$ cat config.mk
export PLATFORM = sky130hd
export DESIGN_NAME = lcd_pwr_seq
export DESIGN_NICKNAME = d
export VERILOG_FILES = /design/src/rtl/lcd_pwr_seq_pkg.sv /design/src/rtl/lcd_pwr_req.sv /design/src/rtl/lcd_frame_cnt.sv /design/src/rtl/lcd_pwr_ovr.sv /design/src/rtl/lcd_pwr_fsm.sv /design/src/rtl/lcd_pwr_seq.sv
export SDC_FILE = /design/constraint.sdc
export NUM_CORES = 1
export LEC_CHECK = 0
export ABC_CLOCK_PERIOD_IN_PS = 4300
export BUFFER_PORTS_ARGS = -buffer_cell sky130_fd_sc_hd__buf_2
export CORE_AREA = 2 2 39 41
export DETAILED_ROUTE_END_ITERATION = 8
export DIE_AREA = 0 0 41 43
export PLACE_DENSITY_LB_ADDON = 0.08
export SETUP_SLACK_MARGIN = 0.4
export SLEW_MARGIN = 20
export SYNTH_ARGS = -nofsm -noshare
export SYNTH_HDL_FRONTEND = slang
export SYNTH_SLANG_ARGS = --single-unit
$ cat constraint.sdc
create_clock -name clk_i -period 4.3 [get_ports clk_i]
set_input_delay 0.645 -clock clk_i [delete_from_list [all_inputs] [get_ports clk_i]]
set_output_delay 0.645 -clock clk_i [all_outputs]
set_load 0.01 [all_outputs]
$ cat src/rtl/lcd_pwr_seq_pkg.sv
package lcd_pwr_seq_pkg;

  typedef enum logic [2:0] {
    ST_NORM = 3'd0,  // powered, signals on
    ST_OFFW = 3'd1,  // request seen, waiting for frame to drop power
    ST_HOLD = 3'd2,  // power off, signals held while supply discharges
    ST_SAVE = 3'd3,  // fully off
    ST_ONW  = 3'd4   // signals back, waiting for frame to restore power
  } seq_state_e;

  typedef struct packed {
    logic       ovr;
    logic       hw_en;
    logic [1:0] sw_save;
  } ctrl_t;

  localparam logic [1:0] SW_SAVE_REQ = 2'b00;

endpackage

$ cat src/rtl/lcd_pwr_req.sv
module lcd_pwr_req
  import lcd_pwr_seq_pkg::*;
(
  input  ctrl_t ctrl_i,
  input  logic  hw_save_i,
  output logic  save_req_o
);

  logic sw_req;
  logic hw_req;

  assign sw_req     = (ctrl_i.sw_save == SW_SAVE_REQ);
  assign hw_req     = ctrl_i.hw_en & hw_save_i;
  assign save_req_o = sw_req | hw_req;

endmodule

$ cat src/rtl/lcd_frame_cnt.sv
module lcd_frame_cnt #(
  parameter int unsigned LIMIT = 127
) (
  input  logic clk_i,
  input  logic rst_ni,
  input  logic clr_i,
  input  logic inc_i,
  output logic done_o
);

  localparam int unsigned CW = $clog2(LIMIT + 1);
  localparam logic [CW-1:0] LAST = CW'(LIMIT - 1);

  logic [CW-1:0] cnt_q;

  always_ff @(posedge clk_i or negedge rst_ni) begin
    if (!rst_ni)           cnt_q <= '0;
    else if (clr_i)        cnt_q <= '0;
    else if (inc_i && !done_o) cnt_q <= cnt_q + 1'b1;
  end

  assign done_o = (cnt_q == LAST);

endmodule

$ cat src/rtl/lcd_pwr_ovr.sv
module lcd_pwr_ovr (
  input  logic clk_i,
  input  logic rst_ni,
  input  logic frame_i,
  input  logic ovr_i,
  output logic ovr_o
);

  logic ovr_q;

  // override takes effect only at frame boundaries
  always_ff @(posedge clk_i or negedge rst_ni) begin
    if (!rst_ni)      ovr_q <= 1'b0;
    else if (frame_i) ovr_q <= ovr_i;
  end

  assign ovr_o = ovr_q;

endmodule

$ cat src/rtl/lcd_pwr_fsm.sv
module lcd_pwr_fsm
  import lcd_pwr_seq_pkg::*;
#(
  parameter int unsigned HOLD_FRAMES = 127
) (
  input  logic clk_i,
  input  logic rst_ni,
  input  logic frame_i,
  input  logic save_req_i,
  output logic pwr_on_o,
  output logic sig_on_o
);

  seq_state_e st_q, st_d;
  logic       cnt_clr;
  logic       cnt_inc;
  logic       cnt_done;

  lcd_frame_cnt #(.LIMIT(HOLD_FRAMES)) u_cnt (
    .clk_i  (clk_i),
    .rst_ni (rst_ni),
    .clr_i  (cnt_clr),
    .inc_i  (cnt_inc),
    .done_o (cnt_done)
  );

  always_comb begin
    st_d    = st_q;
    cnt_clr = 1'b0;
    cnt_inc = 1'b0;
    unique case (st_q)
      ST_NORM: if (save_req_i) st_d = ST_OFFW;
      ST_OFFW: begin
        if (!save_req_i) st_d = ST_NORM;
        else if (frame_i) begin
          st_d    = ST_HOLD;
          cnt_clr = 1'b1;
        end
      end
      ST_HOLD: begin
        if (!save_req_i) st_d = ST_ONW;
        else if (frame_i) begin
          if (cnt_done) st_d = ST_SAVE;
          else          cnt_inc = 1'b1;
        end
      end
      ST_SAVE: if (!save_req_i) st_d = ST_ONW;
      ST_ONW: begin
        // renewed request restarts discharge from the top
        if (save_req_i) begin
          st_d    = ST_HOLD;
          cnt_clr = 1'b1;
        end else if (frame_i) st_d = ST_NORM;
      end
      default: st_d = ST_NORM;
    endcase
  end

  always_ff @(posedge clk_i or negedge rst_ni) begin
    if (!rst_ni) st_q <= ST_NORM;
    else         st_q <= st_d;
  end

  assign sig_on_o = (st_q != ST_SAVE);
  assign pwr_on_o = (st_q == ST_NORM) || (st_q == ST_OFFW);

endmodule

$ cat src/rtl/lcd_pwr_seq.sv
module lcd_pwr_seq
  import lcd_pwr_seq_pkg::*;
#(
  parameter int unsigned HOLD_FRAMES = 127
) (
  input  logic       clk_i,
  input  logic       rst_ni,
  input  logic       frame_i,
  input  logic [3:0] ctrl_i,
  input  logic       hw_save_i,
  output logic       panel_pwr_o,
  output logic       panel_sig_o
);

  ctrl_t ctrl;
  logic  save_req;
  logic  ovr_eff;
  logic  seq_pwr;
  logic  seq_sig;

  assign ctrl = ctrl_t'(ctrl_i);

  lcd_pwr_req u_req (
    .ctrl_i     (ctrl),
    .hw_save_i  (hw_save_i),
    .save_req_o (save_req)
  );

  lcd_pwr_ovr u_ovr (
    .clk_i   (clk_i),
    .rst_ni  (rst_ni),
    .frame_i (frame_i),
    .ovr_i   (ctrl.ovr),
    .ovr_o   (ovr_eff)
  );

  lcd_pwr_fsm #(.HOLD_FRAMES(HOLD_FRAMES)) u_fsm (
    .clk_i      (clk_i),
    .rst_ni     (rst_ni),
    .frame_i    (frame_i),
    .save_req_i (save_req),
    .pwr_on_o   (seq_pwr),
    .sig_on_o   (seq_sig)
  );

  assign panel_sig_o = seq_sig;
  assign panel_pwr_o = seq_pwr & ~ovr_eff;

endmodule

==> summary.md, run 1 <==
| Metric | Value |
|---|---|
| Result of the run | `finished clean` |
| Syn_area_per_cell | `slightly below 10 sq um` |
| Clock Tree Root | `sky130_fd_sc_hd__clkbuf_4` |
| Relative slew slack | `0.526` |
| HP Class | `input port to asynchronous set/reset pin` |
| Top-level port count | `10` |
| Combined area of all synthesized cells | `slightly below 700 sq um` |
| Horizontal die dimension | `approximately 41 um` |
| Fin area | `between 700 and 800 sq um` |
| Final worst-path cycle share | `0.463` |
| Die Height | `43 um` |
| Critical path required time | `roughly 3.7 ns` |
| Synthesis Warnings | `0` |
| Max-Cap Viols | `0` |
| Area of placed instances | `approximately 720 sq um` |
| Clock tree from TritonCTS | `built` |
| Largest driver fanout on the critical path | `9` |
| Leakage Power | `~0.00033 uW` |
| Total vias in the final route | `between 500 and 600` |
| Non-filler cells, final | `96` |
| Number of buffers created by CTS | `3` |
| Area used by multi-input combinational logic | `around 370 sq um` |
| Final hold violation count | `0` |
| Number of nets with antenna violations after detailed routing | `0` |
| Sinks on the clock net | `11` |
| Effective utilization at floorplan | `0.487` |
| Number of unique standard cell types used by synthesis | `32` |
| Wire length of the first global-routing pass | `roughly 2200 um` |
| # DRC | `0` |
| Diode insertion count for antenna repair | `0` |
| Total number of H-tree levels | `1` |
| Total of fill cells in the finished design | `approximately 140` |
| Setup repair after global routing missed its margin | `no` |
| Hold_buf cts | `0` |
| Number of global-route vias before repair | `~530` |
| Mean number of vias per cell | `5.97` |
| Post-synthesis sequential area ratio | `0.408` |
| Area added between synthesis and finish | `11.1%` |
| Reg2reg path depth | `6` |
| Number of cells produced by synthesis | `a little under 70` |
| Ratio of cells with drive above 1 in the final layout | `0.225` |
| Pwr per Cell Area | `333 nW/um^2` |
| Reg area | `approximately 280 sq um` |
| Final RePlAce weighted congestion | `about 0.74` |
| Type of the worst setup path | `register to primary output` |
| Area of the core region | `about 1400 sq um` |
| Number of synthesized register bits | `11` |
| Fmax | `approximately 500 MHz` |
| Antenna violations before repair | `0` |
| Die Outline Area | `around 1800 sq um` |
| Sum of net half-perimeters after detailed placement | `slightly above 900 um` |
| Data arrival time of the critical path | `~1.4 ns` |
| Fin Clk Skew | `roughly 0.0021 ns` |
| 1st-pass router iterations | `4` |
| Final Critical Period | `~2 ns` |
| Aggregate global routing overflow | `0` |
| Worst-skew pair later-pin latency | `roughly 0.27 ns` |
| Finish-stage setup viols | `0` |
| Highest ir drop seen on vdd | `between 200 and 250 uV` |
| Global-route usage over all layers | `0.190` |
| Post-CTS Repair Setup Buffers | `0` |
| Maximum number of pins on one net before global-route repair | `12` |
| Startpoint type of the worst setup path | `register` |
| Aggregate negative setup slack | `0 ns` |
| Post-CTS resize count | `0` |
| Final Max Slew Viols | `0` |
| Number of nets in the layout | `just over 90` |
| Drt wl/cell | `13.0 um` |
| Violation count after the first detailed-route iteration | `12` |
| Clock-pin slew on the worst setup and hold paths | `~0.070 ns` |
| Site row count | `14` |
| IO Port Bufs | `9` |
| Nature of the critical path endpoint | `primary output` |
| Wirelength, routed | `around 1200 um` |
| Tightest Pin Transition | `0.707 ns` |
| Buffer depth of the longest clock path | `2` |
| Post-placement cell count | `slightly above 90` |
| Mapped Nets | `between 70 and 80` |
## metrics by stage
stage	hold WS, ns	utilization	power, uW	setup WS [ns]
floorplan	0.349	-	164	2.59
global placement	0.515	0.523	179	2.42
detailed placement	0.509	0.523	179	2.37
CTS	0.237	0.542	252	2.31
global route	0.241	0.542	267	2.25
finish	0.231	0.542	250	2.31
## report_power, final
part	internal, uW	switching (uW)
logic	22.6	27.8
registers	113	13.7
clock network	36.0	36.7
total	172	78.2
## metal layers
| layer | track usage | share of wire | vias to the layer above |
|---|---|---|---|
| met1 | 0.230 | 0.45 | 276 |
| met3 | 0.0314 | 0.040 | 5 |
| met5 | 0 | 0 | - |
| met4 | 0.120 | 0.032 | 0 |
| met2 | 0.294 | 0.48 | 11 |
| li1 | - | - | 281 |
## Yosys cell counts, drive strengths merged
| cell type | number | share of area |
|---|---|---|
| dfrtp | 11 | 0.41 |
| nand3 | 8 | 0.059 |
| a21oi | 6 | 0.045 |
| nand2 | 4 | 0.022 |
| nor2 | 4 | 0.022 |
| inv | 3 | 0.017 |
| o21ai | 3 | 0.022 |
| o31ai | 3 | 0.033 |
| buf | 2 | 0.024 |
| ha | 2 | 0.037 |
| nor3 | 2 | 0.015 |
| or2 | 2 | 0.019 |
| a211o | 1 | 0.013 |
| a211oi | 1 | 0.011 |
| a2bb2oi | 1 | 0.013 |
| and3 | 1 | 0.0093 |
| and4 | 1 | 0.013 |
| and4bb | 1 | 0.019 |
| mux2 | 1 | 0.017 |
| nand2b | 1 | 0.0093 |
| nand3b | 1 | 0.011 |
| nand4 | 1 | 0.0093 |
| nor2b | 1 | 0.0093 |
| o2111ai | 1 | 0.013 |
| o211ai | 1 | 0.032 |
| o2bb2ai | 1 | 0.041 |
| o311ai | 1 | 0.013 |
| or2b | 1 | 0.011 |
| or3 | 1 | 0.0093 |
| or4 | 1 | 0.011 |
| xnor2 | 1 | 0.013 |
## critical path, cell delays in order, from the launching register on
cell                       delay, ns
sky130_fd_sc_hd__dfrtp_1        0.46
sky130_fd_sc_hd__nand2b_1       0.20
sky130_fd_sc_hd__or2_2          0.28
sky130_fd_sc_hd__buf_2          0.14
## cells in the final DEF (no fill, tap or decap), types with 2 or more instances in the layout
master | synthesis | final
sky130_fd_sc_hd__nor3_1 | 2 | 2
sky130_fd_sc_hd__o21ai_0 | 3 | 3
sky130_fd_sc_hd__nor2_1 | 4 | 4
sky130_fd_sc_hd__or2_2 | 2 | 2
sky130_fd_sc_hd__inv_1 | 3 | 3
sky130_fd_sc_hd__a21oi_1 | 6 | 6
sky130_fd_sc_hd__buf_2 | 1 | 9
sky130_fd_sc_hd__nand2_1 | 4 | 4
sky130_fd_sc_hd__clkbuf_4 | 0 | 3
sky130_fd_sc_hd__o31ai_1 | 3 | 3
sky130_fd_sc_hd__ha_1 | 2 | 2
sky130_fd_sc_hd__nand3_1 | 8 | 8
sky130_fd_sc_hd__dfrtp_1 | 11 | 11
## logic make-up after synthesis
logic type,Yosys count,synth area share
AO/OA/AOI/OAI,19,0.236
XOR/XNOR,1,0.0130
adder cells (fa/ha/maj),2,0.0371
buffers and inverters,5,0.0408
flip-flops,11,0.408
multiplexers,1,0.0167
AND/OR/NAND/NOR,30,0.249
## sequential cells by signal (all words and copies together) (netlist names)
| register | cells |
|---|---|
| u_fsm.u_cnt.cnt_q | 7 |
| u_ovr.ovr_o | 1 |
| u_fsm.st_q | 3 |
## layout make-up
class,instances,share of cell area
clock buffer,4,0.0351
inverter,3,0.0150
multi-input combinational,53,0.496
sequential,11,0.367
tap,16,0.0267
timing repair buffer,9,0.0601
## worst paths after layout
| check | startpoint | end | slack [ns] |
|---|---|---|---|
| max | u_fsm.st_q[2]$_DFFE_PN0P_ | panel_sig_o | 2.31 |
| min in group clk_i | u_ovr.ovr_o$_DFFE_PN0P_ | u_ovr.ovr_o$_DFFE_PN0P_ | 0.51 |
| min reg2reg | u_ovr.ovr_o$_DFFE_PN0P_ | u_ovr.ovr_o$_DFFE_PN0P_ | 0.51 |
| min | rst_ni | u_fsm.st_q[1]$_DFFE_PN0P_ | 0.23 |
| max in group asynchronous | rst_ni | u_fsm.u_cnt.cnt_q[3]$_DFFE_PN0P_ | 3.86 |
| max reg2reg | u_fsm.u_cnt.cnt_q[0]$_DFFE_PN0P_ | u_fsm.u_cnt.cnt_q[5]$_DFFE_PN0P_ | 2.57 |
(Power assumes the default switching activity.)
==> run 2, diff against run 1 <==
- ABC_CLOCK_PERIOD_IN_PS: 4300 -> 1800
- CORE_AREA: 2 2 39 41 -> not set
- CORE_UTILIZATION: not set -> 48
- DIE_AREA: 0 0 41 43 -> not set
- clock period: 4.3 -> 1.8 ns (I/O delays scaled with it)
==> summary.md, run 2 (synthesis gave the netlist of run 1 again) <==
| Metric | Value |
|---|---|
| Sum of net half-perimeters after detailed placement | `a little over 1000 um` |
| Top library cells by usage in the layout, fill and taps aside | `sky130_fd_sc_hd__dfrtp_1, sky130_fd_sc_hd__buf_2, sky130_fd_sc_hd__buf_4, sky130_fd_sc_hd__nand3_1` |
| Final Critical Period | `roughly 1.5 ns` |
| Buffering stage count on the worst path with inverters included | `2` |
| Cells along the critical path | `buf_6, nand2b_4, or2_4, buf_6` |
| Register-to-register path setup slack | `roughly 0.28 ns` |
| Effective utilization at floorplan | `0.518` |
| Horizontal die dimension | `about 40 um` |
| 1st-pass router iterations | `4` |
| Total number of H-tree levels | `1` |
| Mean number of vias per cell | `approximately 6.1` |
| Buffer depth of the longest clock path | `2` |
| Wirelength, routed | `1710 um` |
| Fin Clk Skew | `slightly above 0.001 ns` |
| Startpoint type of the worst setup path | `register` |
| Clock-pin slew on the worst setup and hold paths | `around 0.07 ns` |
| IO Port Bufs | `9` |
| Number of nets in the layout | `approximately 100` |
| Area of the core region | `between 1000 and 1500 sq um` |
| Setup repair after global routing missed its margin | `yes` |
| Kind of cell adding the most delay to the critical path | `flip-flops` |
| Diode insertion count for antenna repair | `0` |
| Fmax | `roughly 650 MHz` |
| Area added between synthesis and finish | `39.3%` |
| Commonest non-fill, non-tap cell in the layout | `sky130_fd_sc_hd__dfrtp_1` |
| Critical path required time | `~1.5 ns` |
| Die Height | `~39 um` |
| Global-route usage over all layers | `0.253` |
| Max incr delay on CP | `0.40 ns` |
| Maximum number of pins on one net before global-route repair | `12` |
| Slowest cell on the critical path | `sky130_fd_sc_hd__dfrtp_1` |
| Register bank with the most flops | `u_fsm.u_cnt.cnt_q` |
| Violation count after the first detailed-route iteration | `14` |
| PnR Total Power | `706 uW` |
| Final hold violation count | `0` |
| Highest ir drop seen on vdd | `roughly 560 uV` |
| Wire length of the first global-routing pass | `2520 um` |
| Tightest Pin Transition | `~0.39 ns` |
| Data arrival time of the critical path | `approximately 1.3 ns` |
| Clock Tree Root | `sky130_fd_sc_hd__clkbuf_4` |
| Most frequent CP cell | `sky130_fd_sc_hd__buf_6` |
| Final RePlAce weighted congestion | `approximately 0.77` |
| Relative slew slack | `0.737` |
| Largest driver fanout on the critical path | `2` |
| Area of placed instances | `744 sq um` |
| Die Outline Area | `about 1600 sq um` |
| Clock tree from TritonCTS | `built` |
| Sinks on the clock net | `11` |
| Top-level port count | `10` |
| Finish-stage setup viols | `0` |
| Aggregate negative setup slack | `0 ns` |
| Fin area | `940 sq um` |
| Max-Cap Viols | `0` |
| Number of buffers created by CTS | `3` |
| Aggregate global routing overflow | `0` |
| Final worst-path cycle share | `0.854` |
| Total of fill cells in the finished design | `89` |
| Total vias in the final route | `approximately 650` |
| # DRC | `0` |
| Site row count | `13` |
| Ratio of cells with drive above 1 in the final layout | `0.451` |
| Drt wl/cell | `between 15 and 20 um` |
| Type of the worst setup path | `register to primary output` |
| Number of nets with antenna violations after detailed routing | `0` |
| Pwr per Cell Area | `around 750 nW/um^2` |
| Final Max Slew Viols | `0` |
| Result of the run | `finished clean` |
| Antenna violations before repair | `0` |
| HP Class | `input port to register` |
| Number of global-route vias before repair | `between 500 and 600` |
| Leakage Power | `about 0.00040 uW` |
| Worst-skew pair later-pin latency | `approximately 0.27 ns` |
| Nature of the critical path endpoint | `primary output` |
| Number of flip-flops in the largest register | `7` |
==> run 2: path summary, 6_finish.rpt <==
path / startpoint / end / depth (start not counted)
worst min register to register: u_ovr.ovr_o$_DFFE_PN0P_ / u_ovr.ovr_o$_DFFE_PN0P_ / 1
worst min-delay path: ctrl_i[3] / u_ovr.ovr_o$_DFFE_PN0P_ / 2
worst max register to register: u_fsm.st_q[0]$_DFFE_PN0P_ / u_fsm.u_cnt.cnt_q[5]$_DFFE_PN0P_ / 4
min in group asynchronous: rst_ni / u_fsm.u_cnt.cnt_q[6]$_DFFE_PN0P_ / 2
max in group asynchronous: rst_ni / u_fsm.st_q[0]$_DFFE_PN0P_ / 2
worst max-delay path: u_fsm.st_q[2]$_DFFE_PN0P_ / panel_sig_o / 4
==> run 2: area by class of cell <==
class | instances | area [sq um] | area share
Clock buffer | 4 | 26.3 | 0.0280
Tap cell | 15 | 18.8 | 0.0200
Inverter | 3 | 11.3 | 0.0120
Multi-Input combinational cell | 53 | 459 | 0.489
Sequential cell | 11 | 277 | 0.294
Timing Repair Buffer | 20 | 148 | 0.157
==> run 2: repair_timing <==
action                                 4_1_cts  5_1_grt
hold buffers                                 1        0
buffers inserted                             5        2
endpoints found under the hold margin       11        0
gates resized for setup                     10       15
pin swaps                                    2        9
setup endpoints to repair                    7       10
==> run 2: metal layers <==
metal / GRT usage / up-vias / share of wire
met5: 0 / - / 0
li1: - / 304 / -
met2: 0.402 / 28 / 0.50
met1: 0.319 / 310 / 0.41
met3: 0.0739 / 7 / 0.069
met4: 0.0948 / 0 / 0.024
==> run 2: per-stage QoR <==
step	utilization	instances	worst slack, ns	hold WS [ns]
floorplan	-	69	0.285	-0.0256
global placement	0.572	94	0.251	0.153
detailed placement	0.572	94	0.169	0.154
CTS	0.661	104	0.263	0.234
global route	0.722	106	0.228	0.246
finish	0.722	106	0.262	0.241
==> run 2: report_power, final <==
part           internal (uW)  switching (uW)
logic                    120             124
clock network           85.9            83.3
registers                271            22.3
